==> src/rtl/rci_pkg.sv <==
package rci_pkg;
  localparam int CELL_NIBS = 106;
  localparam int HDR_NIBS  = 10;
  localparam int PH_W      = $clog2(CELL_NIBS + 1);
  localparam int POS_W     = $clog2(CELL_NIBS);

  localparam logic [2:0] CODE_NULL = 3'd0;
  localparam logic [2:0] CODE_REV  = 3'd6;
  localparam logic [7:0] SUB_RESET = 8'h01;

  typedef struct packed {
    logic [7:0] cmd;
    logic [7:0] sub;
    logic [7:0] cellno;
    logic [7:0] count;
  } reply_hdr_t;
endpackage

==> src/rtl/rci_rst_sync.sv <==
module rci_rst_sync (
  input  logic clk,
  input  logic rst_n,
  output logic rst_sync_n
);
  logic [1:0] sync_q;

  always_ff @(posedge clk or negedge rst_n) begin
    if (!rst_n) sync_q <= 2'b00;
    else        sync_q <= {sync_q[0], 1'b1};
  end

  assign rst_sync_n = sync_q[1];
endmodule

==> src/rtl/rci_stream_track.sv <==
module rci_stream_track
  import rci_pkg::*;
(
  input  logic clk,
  input  logic rst_n,
  input  logic run,
  input  logic frm,
  output logic gap
);
  localparam logic [POS_W-1:0] LAST_POS = POS_W'(CELL_NIBS - 1);

  logic             busy_q, busy_d;
  logic [POS_W-1:0] pos_q, pos_d;
  logic             at_end;

  assign at_end = busy_q && (pos_q == LAST_POS);
  assign gap    = run && !frm && (!busy_q || at_end);

  always_comb begin
    busy_d = busy_q;
    pos_d  = pos_q;
    if (frm) begin
      busy_d = 1'b1;
      pos_d  = '0;
    end else if (busy_q) begin
      if (at_end) busy_d = 1'b0;
      else        pos_d  = pos_q + POS_W'(1);
    end
  end

  // Counters advance only while the upstream source is running.
  always_ff @(posedge clk or negedge rst_n) begin
    if (!rst_n) begin
      busy_q <= 1'b0;
      pos_q  <= '0;
    end else if (run) begin
      busy_q <= busy_d;
      pos_q  <= pos_d;
    end
  end
endmodule

==> src/rtl/rci_reply_slot.sv <==
module rci_reply_slot
  import rci_pkg::*;
#(
  parameter int         DATA_BYTES = 13,
  parameter logic [7:0] REVISION   = 8'h21,
  localparam int        DW         = DATA_BYTES * 8
) (
  input  logic          clk,
  input  logic          rst_n,
  input  logic          req_valid,
  input  reply_hdr_t    req_hdr,
  input  logic [DW-1:0] req_data,
  input  logic [7:0]    addr_in,
  input  logic          take,
  output logic          pend_valid,
  output reply_hdr_t    act_hdr,
  output logic [DW-1:0] act_data,
  output logic [7:0]    act_addr
);
  logic          pend_v_q, pend_v_d;
  reply_hdr_t    pend_hdr_q;
  logic [DW-1:0] pend_data_q;
  reply_hdr_t    shp_hdr;
  logic [DW-1:0] shp_data;
  logic          accept;

  assign accept     = req_valid && (!pend_v_q || take);
  assign pend_valid = pend_v_q;

  // Shape a request according to its command code.
  always_comb begin
    shp_hdr  = req_hdr;
    shp_data = req_data;
    if (req_hdr.cmd[2:0] == CODE_NULL) shp_hdr.sub   = 8'h00;
    if (req_hdr.cmd[2:0] == CODE_REV)  shp_data[7:0] = REVISION;
  end

  always_comb begin
    pend_v_d = pend_v_q;
    if (accept)    pend_v_d = 1'b1;
    else if (take) pend_v_d = 1'b0;
  end

  // Reset preloads the slot with a reset-notification reply.
  always_ff @(posedge clk or negedge rst_n) begin
    if (!rst_n) begin
      pend_v_q    <= 1'b1;
      pend_hdr_q  <= '{cmd: 8'h00, sub: SUB_RESET, cellno: 8'h00, count: 8'h00};
      pend_data_q <= '0;
    end else begin
      pend_v_q <= pend_v_d;
      if (accept) begin
        pend_hdr_q  <= shp_hdr;
        pend_data_q <= shp_data;
      end
    end
  end

  always_ff @(posedge clk or negedge rst_n) begin
    if (!rst_n) begin
      act_hdr  <= '0;
      act_data <= '0;
      act_addr <= '0;
    end else if (take) begin
      act_hdr  <= pend_hdr_q;
      act_data <= pend_data_q;
      act_addr <= addr_in;
    end
  end
endmodule

==> src/rtl/rci_serializer.sv <==
module rci_serializer
  import rci_pkg::*;
#(
  parameter int  DATA_BYTES = 13,
  localparam int DW         = DATA_BYTES * 8
) (
  input  logic          clk,
  input  logic          rst_n,
  input  logic          start,
  input  reply_hdr_t    act_hdr,
  input  logic [DW-1:0] act_data,
  input  logic [7:0]    act_addr,
  input  logic          up_frm,
  input  logic [3:0]    up_nib,
  output logic          up_run,
  output logic          dn_frm,
  output logic [3:0]    dn_nib,
  output logic          done
);
  localparam logic [PH_W-1:0] PH_LAST = PH_W'(CELL_NIBS);
  localparam logic [PH_W-1:0] PH_HDR  = PH_W'(HDR_NIBS);

  logic            ins_q, ins_d;
  logic [PH_W-1:0] ph_q, ph_d;
  logic [PH_W-1:0] nib_idx, pl;
  logic [7:0]      byte_sel;
  logic [3:0]      gen_nib;
  logic            frm_d, done_d;
  logic [3:0]      nib_d;

  assign up_run = !ins_q;

  // Phase 0 is the frame marker; phase k (1..106) carries nibble k-1.
  always_comb begin
    ins_d = ins_q;
    ph_d  = ph_q;
    if (!ins_q) begin
      if (start) begin
        ins_d = 1'b1;
        ph_d  = '0;
      end
    end else if (ph_q == PH_LAST) begin
      ins_d = 1'b0;
    end else begin
      ph_d = ph_q + PH_W'(1);
    end
  end

  always_comb begin
    nib_idx  = ph_q - PH_W'(1);
    pl       = (nib_idx - PH_HDR) >> 1;
    byte_sel = 8'h00;
    case (pl)
      PH_W'(0): byte_sel = act_hdr.cmd;
      PH_W'(1): byte_sel = act_hdr.sub;
      PH_W'(2): byte_sel = act_hdr.cellno;
      PH_W'(3): byte_sel = act_hdr.count;
      default:  byte_sel = 8'h00;
    endcase
    for (int k = 0; k < DATA_BYTES; k++) begin
      if (pl == PH_W'(4 + k)) byte_sel = act_data[k*8 +: 8];
    end
    if (nib_idx < PH_HDR) begin
      if (nib_idx == PH_W'(5))      gen_nib = act_addr[7:4];
      else if (nib_idx == PH_W'(6)) gen_nib = act_addr[3:0];
      else                          gen_nib = 4'h0;
    end else begin
      gen_nib = nib_idx[0] ? byte_sel[3:0] : byte_sel[7:4];
    end
  end

  always_comb begin
    if (ins_q) begin
      frm_d  = (ph_q == '0);
      nib_d  = (ph_q == '0) ? 4'h0 : gen_nib;
      done_d = (ph_q == PH_LAST);
    end else begin
      frm_d  = up_frm;
      nib_d  = up_nib;
      done_d = 1'b0;
    end
  end

  always_ff @(posedge clk or negedge rst_n) begin
    if (!rst_n) begin
      ins_q  <= 1'b0;
      ph_q   <= '0;
      dn_frm <= 1'b0;
      dn_nib <= 4'h0;
      done   <= 1'b0;
    end else begin
      ins_q  <= ins_d;
      ph_q   <= ph_d;
      dn_frm <= frm_d;
      dn_nib <= nib_d;
      done   <= done_d;
    end
  end
endmodule

==> src/rtl/reply_cell_inserter.sv <==
module reply_cell_inserter
  import rci_pkg::*;
#(
  parameter int         DATA_BYTES = 13,
  parameter logic [7:0] REVISION   = 8'h21
) (
  input  logic                    clk,
  input  logic                    rst_n,
  input  logic [7:0]              sw_addr,
  input  logic                    req_valid,
  input  logic [7:0]              req_cmd,
  input  logic [7:0]              req_sub,
  input  logic [7:0]              req_cellno,
  input  logic [7:0]              req_count,
  input  logic [DATA_BYTES*8-1:0] req_data,
  input  logic                    up_frm,
  input  logic [3:0]              up_nib,
  output logic                    up_run,
  output logic                    dn_frm,
  output logic [3:0]              dn_nib,
  output logic                    reply_done
);
  localparam int DW = DATA_BYTES * 8;

  logic          rst_int_n;
  logic          gap, pend_valid, start;
  reply_hdr_t    req_hdr, act_hdr;
  logic [DW-1:0] act_data;
  logic [7:0]    act_addr;

  assign req_hdr = '{cmd: req_cmd, sub: req_sub, cellno: req_cellno, count: req_count};
  assign start   = gap && pend_valid;

  rci_rst_sync u_rst (
    .clk        (clk),
    .rst_n      (rst_n),
    .rst_sync_n (rst_int_n)
  );

  rci_stream_track u_track (
    .clk   (clk),
    .rst_n (rst_int_n),
    .run   (up_run),
    .frm   (up_frm),
    .gap   (gap)
  );

  rci_reply_slot #(.DATA_BYTES(DATA_BYTES), .REVISION(REVISION)) u_slot (
    .clk        (clk),
    .rst_n      (rst_int_n),
    .req_valid  (req_valid),
    .req_hdr    (req_hdr),
    .req_data   (req_data),
    .addr_in    (sw_addr),
    .take       (start),
    .pend_valid (pend_valid),
    .act_hdr    (act_hdr),
    .act_data   (act_data),
    .act_addr   (act_addr)
  );

  rci_serializer #(.DATA_BYTES(DATA_BYTES)) u_ser (
    .clk      (clk),
    .rst_n    (rst_int_n),
    .start    (start),
    .act_hdr  (act_hdr),
    .act_data (act_data),
    .act_addr (act_addr),
    .up_frm   (up_frm),
    .up_nib   (up_nib),
    .up_run   (up_run),
    .dn_frm   (dn_frm),
    .dn_nib   (dn_nib),
    .done     (reply_done)
  );
endmodule

==> config.mk <==
export PLATFORM = sky130hd
export DESIGN_NAME = reply_cell_inserter
export DESIGN_NICKNAME = d
export VERILOG_FILES = /design/src/rtl/rci_pkg.sv /design/src/rtl/rci_rst_sync.sv /design/src/rtl/rci_stream_track.sv /design/src/rtl/rci_reply_slot.sv /design/src/rtl/rci_serializer.sv /design/src/rtl/reply_cell_inserter.sv
export SDC_FILE = /design/constraint.sdc
export NUM_CORES = 1
export LEC_CHECK = 0
export BUFFER_PORTS_ARGS = -buffer_cell sky130_fd_sc_hd__buf_2
export CAP_MARGIN = 40
export CORE_UTILIZATION = 32
export CTS_CLUSTER_DIAMETER = 200
export DETAILED_ROUTE_END_ITERATION = 12
export MAX_ROUTING_LAYER = met4
export PLACE_DENSITY = 0.51
export SYNTH_ARGS = -nofsm -noshare
export SYNTH_HDL_FRONTEND = slang
export SYNTH_SLANG_ARGS = --single-unit
==> constraint.sdc <==
create_clock -name clk -period 26.3 [get_ports clk]
set_clock_uncertainty 0.1 [all_clocks]
set_input_delay 3.945 -clock clk [delete_from_list [all_inputs] [get_ports clk]]
set_output_delay 3.945 -clock clk [all_outputs]
set_load 0.01 [all_outputs]
==> impl_results.md, run 1 <==
* Share of cells above drive strength 1 at 42.9%
* Period utilization at 23.9%
* Worst Hold Class: register to async pin
* P_leak at 7.56 nW
* M1 GR Usage at 23.1%
* Mux share of post-synthesis cell area at 24.1%
* Syn-to-layout area delta at 19.3%
* GRT Util Overall at 16.5%
* Chip Width at 207 um
* Via density at 4.96
* Final HPWL DP at 23800 um
* Design Power at 0.00104 W
* Area contributors post-synth: dfrtp_1 56%, mux2_2 22%, nand2_1 2.5%, o21ai_0 2.0%, mux2i_1 1.3%
* Die height at 207 um
* Reg-to-Reg End: u_ser.dn_nib[3]
* Number of global-route vias before repair at 8751
* F_max at 159 MHz
* Worst setup path endpoint: u_slot.pend_data_q[49]
* Most frequent cells in the layout: 302 x dfrtp_1, 268 x mux2_2, 158 x buf_2
* Dominant synthesized flop cell: dfrtp_1
* Clock Sinks at 305
* Inst Count DP at 1684
* Setup Viol. Count Final at 0
* CTS Hold Bufs at 0
* Share of the synthesized area in the top cell type at 56.4%
* Initial antenna violation count at 0
* First-pass GRT wire length at 52000 um
* Core ar. at 41100 sq um
* Non-Filler Instances at 1745
* Worst Max-Slew Pin Slew at 0.872 ns
* Crit path launch type: input port
* H-tree depth at 2
* CP Data Arrival Time at 6.57 ns
* R2R Setup Slk at 21.60 ns
* Synth async-reset ratio at 100%
* Maximum VDD drop at 0.0336 mV
* Minimum clock period at 6.29 ns
* Root Buffer: clkbuf_16
* Net Count, Synth at 1201
* Slew Limit Fails at 0
* Total gr overflow at 0
* N_diodes at 0
* CP Capture Type: register
* Synth Cell Area at 13400 sq um
* Crit path launch: up_frm
* TritonRoute pass-1 iters at 11
* Layout fillers at 4017
* Post-synth top area cell: dfrtp_1
* Cells after Synth at 1042
* GR Util met2 at 24.6%
* Syn Area/Cell at 12.9 sq um
* Most common cell after layout, fill and taps aside: dfrtp_1
* # resized after CTS at 0
* Total number of vias at 8647
* Number of synthesized flops with an enable pin at 0
* Simple logic cell fraction of the synthesized area at 7.60%
* Post-Synth Adder-Cell Area at 0.652%
* Worst-skew pair later-pin latency at 0.51 ns
* CP max FO at 65
* Post-route ant nets at 0
* PwrDens at 64.8 nW/um^2
* WS Path Type: input port to register
* Routed WL per cell at 19.4 um
* Compound-Gate Fraction of Synth Area at 7.02%
* R2R Path Start: u_ser.ph_q[0]
* Post-Route Setup TNS at 0 ns
* FP Rows at 74
* CP Data Required Time at 26.58 ns
* Die area at 42800 sq um
* Yosys cell types at 77
* Hold Vio Cnt, Final at 0
* Grt peak-use layer: met2
* Drt drc at 3
* Clock Pin Slew Worst Setup and Hold Paths at 0.06 ns
* Post-CTS setup buffer count at 0
* GPL Wtd Cong at 0.836
* WL final at 33800 um
* Failing checks: design-rule violations
* CTS tree: yes
* Met3 Use GR at 2.86%
* Sequential element share of the synthesized area at 56.8%
* Initial drt markers at 545
* Rel. slew slack at 41.7%
* CTS max path bufs at 3
* Worst reg2reg path depth at 11
* IO Port Bufs at 158
* RSZ-0062 raised after global routing: no
* Initial Utilization at 32.7%
* Ports at 159
* XOR/XNOR Fraction of Synth Area at 1.35%
* Status: finished with violations
* CTS Buf Count at 35
* Synthesis Warnings at 0
* Main combinational cell family by area after synthesis: multiplexers
* Nets at 1348
* Max-Cap Viols at 0
* Largest net degree at the start of global routing at 66
* Flops & latches, synth at 305
[layout make-up]
type | instances | area, sq um | share of cell area (%)
flip-flops and latches | 305 | 7640 | 47.7
clock buffers | 51 | 1030 | 6.40
multi-input cells | 664 | 5520 | 34.5
well taps | 532 | 666 | 4.15
repair buffers | 174 | 1020 | 6.39
inverters | 9 | 33.8 | 0.211
clock inverters | 10 | 113 | 0.703
[per-layer routing]
layer	up-vias	wire length (um)
li1	4049	-
met1	4352	16200
met2	201	15400
met3	45	1610
met4	0	635
met5	-	0
[metrics by stage]
stage,util (%),area (sq um),setup slack (ns),hold slack [ns]
floorplan,-,13400,17.07,0.231
global placement,35.8,14700,19.49,0.235
detailed placement,36.2,14900,19.48,0.0928
CTS,39.0,16000,20.01,0.0841
global route,39.0,16000,19.79,0.0892
finish,39.0,16000,20.01,0.0707
[worst max-delay path, stage by stage]
cell and delay, ns:
buf_2 0.11, nor2_1 0.07, nand2_1 0.09, nand2_1 0.10, nand2_4 0.40, buf_4 0.71
buf_4 0.67, mux2_2 0.41
[cells in the mapped netlist (all sizes together) (6+ instances only)]
| library cell | instances |
|---|---|
| dfrtp | 303 |
| a221oi | 9 |
| o21ai | 54 |
| nand3 | 23 |
| and3 | 7 |
| nor2 | 31 |
| inv | 8 |
| xor2 | 9 |
| nor3 | 13 |
| nand4 | 8 |
| mux2i | 17 |
| buf | 34 |
| nand2 | 90 |
| a21oi | 19 |
| or3 | 6 |
| mux2 | 268 |
| nand2b | 6 |
| o31ai | 7 |
| xnor2 | 10 |
| ha | 7 |
| a211oi | 6 |
| clkbuf | 30 |
[flip-flops by register name, summed over array words and instances, names as in the netlist]
signal,cells
u_slot.act_data,104
u_slot.pend_data_q,104
u_slot.act_hdr,32
u_slot.pend_hdr_q,32
u_slot.act_addr,8
u_ser.ph_q,7
u_track.pos_q,7
u_ser.dn_nib,4
u_rst.sync_q,2
u_ser.dn_frm,1
u_ser.done,1
u_ser.ins_q,1
u_slot.pend_valid,1
u_track.busy_q,1
[where the power goes]
part           leakage [nW]  switching, W  internal (W)
registers              4.00     0.0000157      0.000494
logic                  3.00     0.0000209     0.0000266
clock network         0.557      0.000190      0.000290
[logic make-up (layout without fill, tap and decap cells)]
logic type,count (synthesis),count (layout)
buffers and inverters,73,244
multiplexers,287,287
AO/OA/AOI/OAI,140,140
flip-flops,305,305
XOR/XNOR,19,19
other,1,1
AND/OR/NAND/NOR,210,210
adder cells (fa/ha/maj),7,7
[worst min path at each step]
stage                     from                      to  cells past startpoint
2_1_floorplan  u_rst.sync_q[0]         u_rst.sync_q[1]                      0
4_1_cts        u_rst.sync_q[1]  u_slot.pend_data_q[54]                      0
6_report       u_rst.sync_q[1]  u_slot.pend_data_q[54]                      0
5_1_grt        u_rst.sync_q[1]     u_slot.act_data[54]                      0
3_3_place_gp   u_rst.sync_q[0]         u_rst.sync_q[1]                      0
3_5_place_dp   u_rst.sync_q[1]  u_slot.pend_data_q[41]                      0
No activity file was read; power rests on OpenSTA's default activity.
==> inputs of run 2 (changes only) <==
Settings changed: PLACE_DENSITY 0.51 to 0.53.
Clock period 26.3 ns to 5.1 ns, I/O delays scaled along.
==> run 2 against run 1 <==
  * Count of clock-buffer cells in the layout decreased by 3
  * Sequential power grew to 5.2 times the previous value
  * Sequential share of layout area fell by 0.13 points
  * Largest cell class unchanged
  * The flow still finishes with violations (design-rule violations)
==> impl_results.md, run 2 (synthesized netlist as in run 1, its figures left out) <==
* Status: finished with violations
* Failing checks: design-rule violations
* GPL Wtd Cong at 0.860
* # resized after CTS at 0
* R2R Setup Slk at 1.24 ns
* Post-route ant nets at 0
* Worst Max-Slew Pin Slew at 0.795 ns
* Rel. slew slack at 47.0%
* PwrDens at 341 nW/um^2
* Worst Hold Class: register to async pin
* CTS tree: yes
* Design Power at 0.00547 W
* Cell Area, Placed at 14900 sq um
* Worst-skew pair later-pin latency at 0.54 ns
* Minimum clock period at 3.86 ns
* Initial drt markers at 614
* CP Data Arrival Time at 4.24 ns
* Clock Sinks at 305
* First-pass GRT wire length at 52700 um
* Final HPWL DP at 24200 um
* WL final at 34400 um
* Total gr overflow at 0
* CTS Buf Count at 36
* Drt drc at 12
* Chip Width at 207 um
* Post-route cell area at 16100 sq um
* Die area at 42800 sq um
* Critical Path Max Stage Delay at 0.56 ns
* Syn-to-layout area delta at 19.6%
* Largest net degree at the start of global routing at 121
* Slew Limit Fails at 0
* Post-Route Setup TNS at 0 ns
* IO Port Bufs at 158
* Largest registers: u_slot.act_data: 104 flops, u_slot.pend_data_q: 104 flops
* Worst Hold Slack at 0.139 ns
* CP max FO at 15
* Critical path, cell by cell: buf_4 -> inv_1 -> ha_1 -> or3b_1 -> xnor2_2 -> or3_1 -> a211oi_2 -> nand2_1 -> and4_1 -> a221oi_1 -> o31a_1
* TritonRoute pass-1 iters at 9
* R2R Path Start: u_ser.ph_q[0]
* Layout fillers at 4004
* Core ar. at 41100 sq um
* Crit path launch type: register
* Share of cells above drive strength 1 at 43.0%
* F_max at 259 MHz
* Initial Utilization at 32.7%
* Die height at 207 um
* Seq. cell area at 7640 sq um
* CTS max path bufs at 3
* Max-Cap Viols at 0
* CP Capture Type: register
* Setup Viol. Count Final at 0
* Most frequent cells in the layout: 302 x dfrtp_1, 268 x mux2_2, 158 x buf_2
* Slowest cell on the critical path: ha_1
* Final Util at 39.1%
* Area of the multi-input gates at 5520 sq um
* Ports at 159
* Most common cell after layout, fill and taps aside: dfrtp_1
* H-tree depth at 2
* Via density at 4.92
* GRT Util Overall at 17.0%
* P_leak at 7.58 nW
* FP Rows at 74
* CP Data Required Time at 5.48 ns
* Root Buffer: clkbuf_16
* RSZ-0062 raised after global routing: no
* Clock Pin Slew Worst Setup and Hold Paths at 0.06 ns
* Total number of vias at 8604
* Period utilization at 75.7%
* Nets at 1351
* Worst reg2reg path depth at 11
* Hold Vio Cnt, Final at 0
* Routed WL per cell at 19.7 um
* Maximum VDD drop at 0.202 mV
* Number of global-route vias before repair at 8753
* WS Path Type: register to register
* Post-CTS setup buffer count at 0
* Initial antenna violation count at 1
* Reg-to-Reg End: u_ser.dn_nib[2]
[run 2: changes by cell type in the layout (fill, tap and decap cells not counted), sizes merged]
cell / delta
clkbuf: -3
clkinv: +3
buf: +1
bufinv: +1
diode: +1
dlygate4sd3: +1
[run 2: area by class of cell]
cell class / count / area share, %
inverters: 9 / 0.210
repair buffers: 176 / 6.26
multi-input cells: 664 / 34.4
flip-flops and latches: 305 / 47.5
clock buffers: 48 / 6.40
well taps: 532 / 4.14
diodes: 1 / 0.0156
clock inverters: 14 / 1.05
[run 2: worst max path at each step]
stage	start	endpoint	cells past startpoint
after global placement	u_ser.ph_q[0]	u_ser.dn_nib[2]	11
after detailed placement	u_ser.ph_q[0]	u_ser.dn_nib[2]	11
after floorplan	u_rst.sync_q[1]	u_ser.dn_frm	0
final	u_ser.ph_q[0]	u_ser.dn_nib[2]	11
after global routing	u_ser.ph_q[0]	u_ser.dn_nib[2]	11
after CTS	u_ser.ph_q[0]	u_ser.dn_nib[2]	11
[run 2: metal layers]
layer	global-route usage (%)	part of all wire [%]	vias to the layer above	wire (um)
met1	23.7	48	4299	16700
met2	24.9	45	209	15500
met4	5.92	2.2	0	748
met5	-	0	-	0
met3	2.64	4.5	41	1560
li1	-	-	4055	-
[run 2: metrics by stage]
stage / worst slack [ns] / instances
3_5_place_dp: 1.25 / 1685
4_1_cts: 1.25 / 1748
3_3_place_gp: 1.18 / 1683
2_1_floorplan: 0.0101 / 1042
5_1_grt: 0.936 / 1749
6_report: 1.24 / 1749
[run 2: power breakdown]
group | switching, W | leakage, nW | internal [W]
sequential | 0.0000888 | 4.00 | 0.00255
clock | 0.00103 | 0.586 | 0.00157
combinational | 0.000102 | 3.00 | 0.000133
[run 2: repair_timing]
item / in CTS / in global routing
hold buffers: 1 / 0
endpoints found under the hold margin: 2 / 0
endpoints found under the setup margin: 0 / 0
[run 2: critical path: cells and delay by family, from the launching register on]
family / cells / cell delay [ns]
and+or+nand+nor: 4 / 1.22
AOI/OAI and AO/OA: 3 / 0.95
DFF: 1 / 0.36
buffers and inverters: 2 / 0.43
xor gates and xnor gates: 1 / 0.19
adders and majority gates: 1 / 0.56
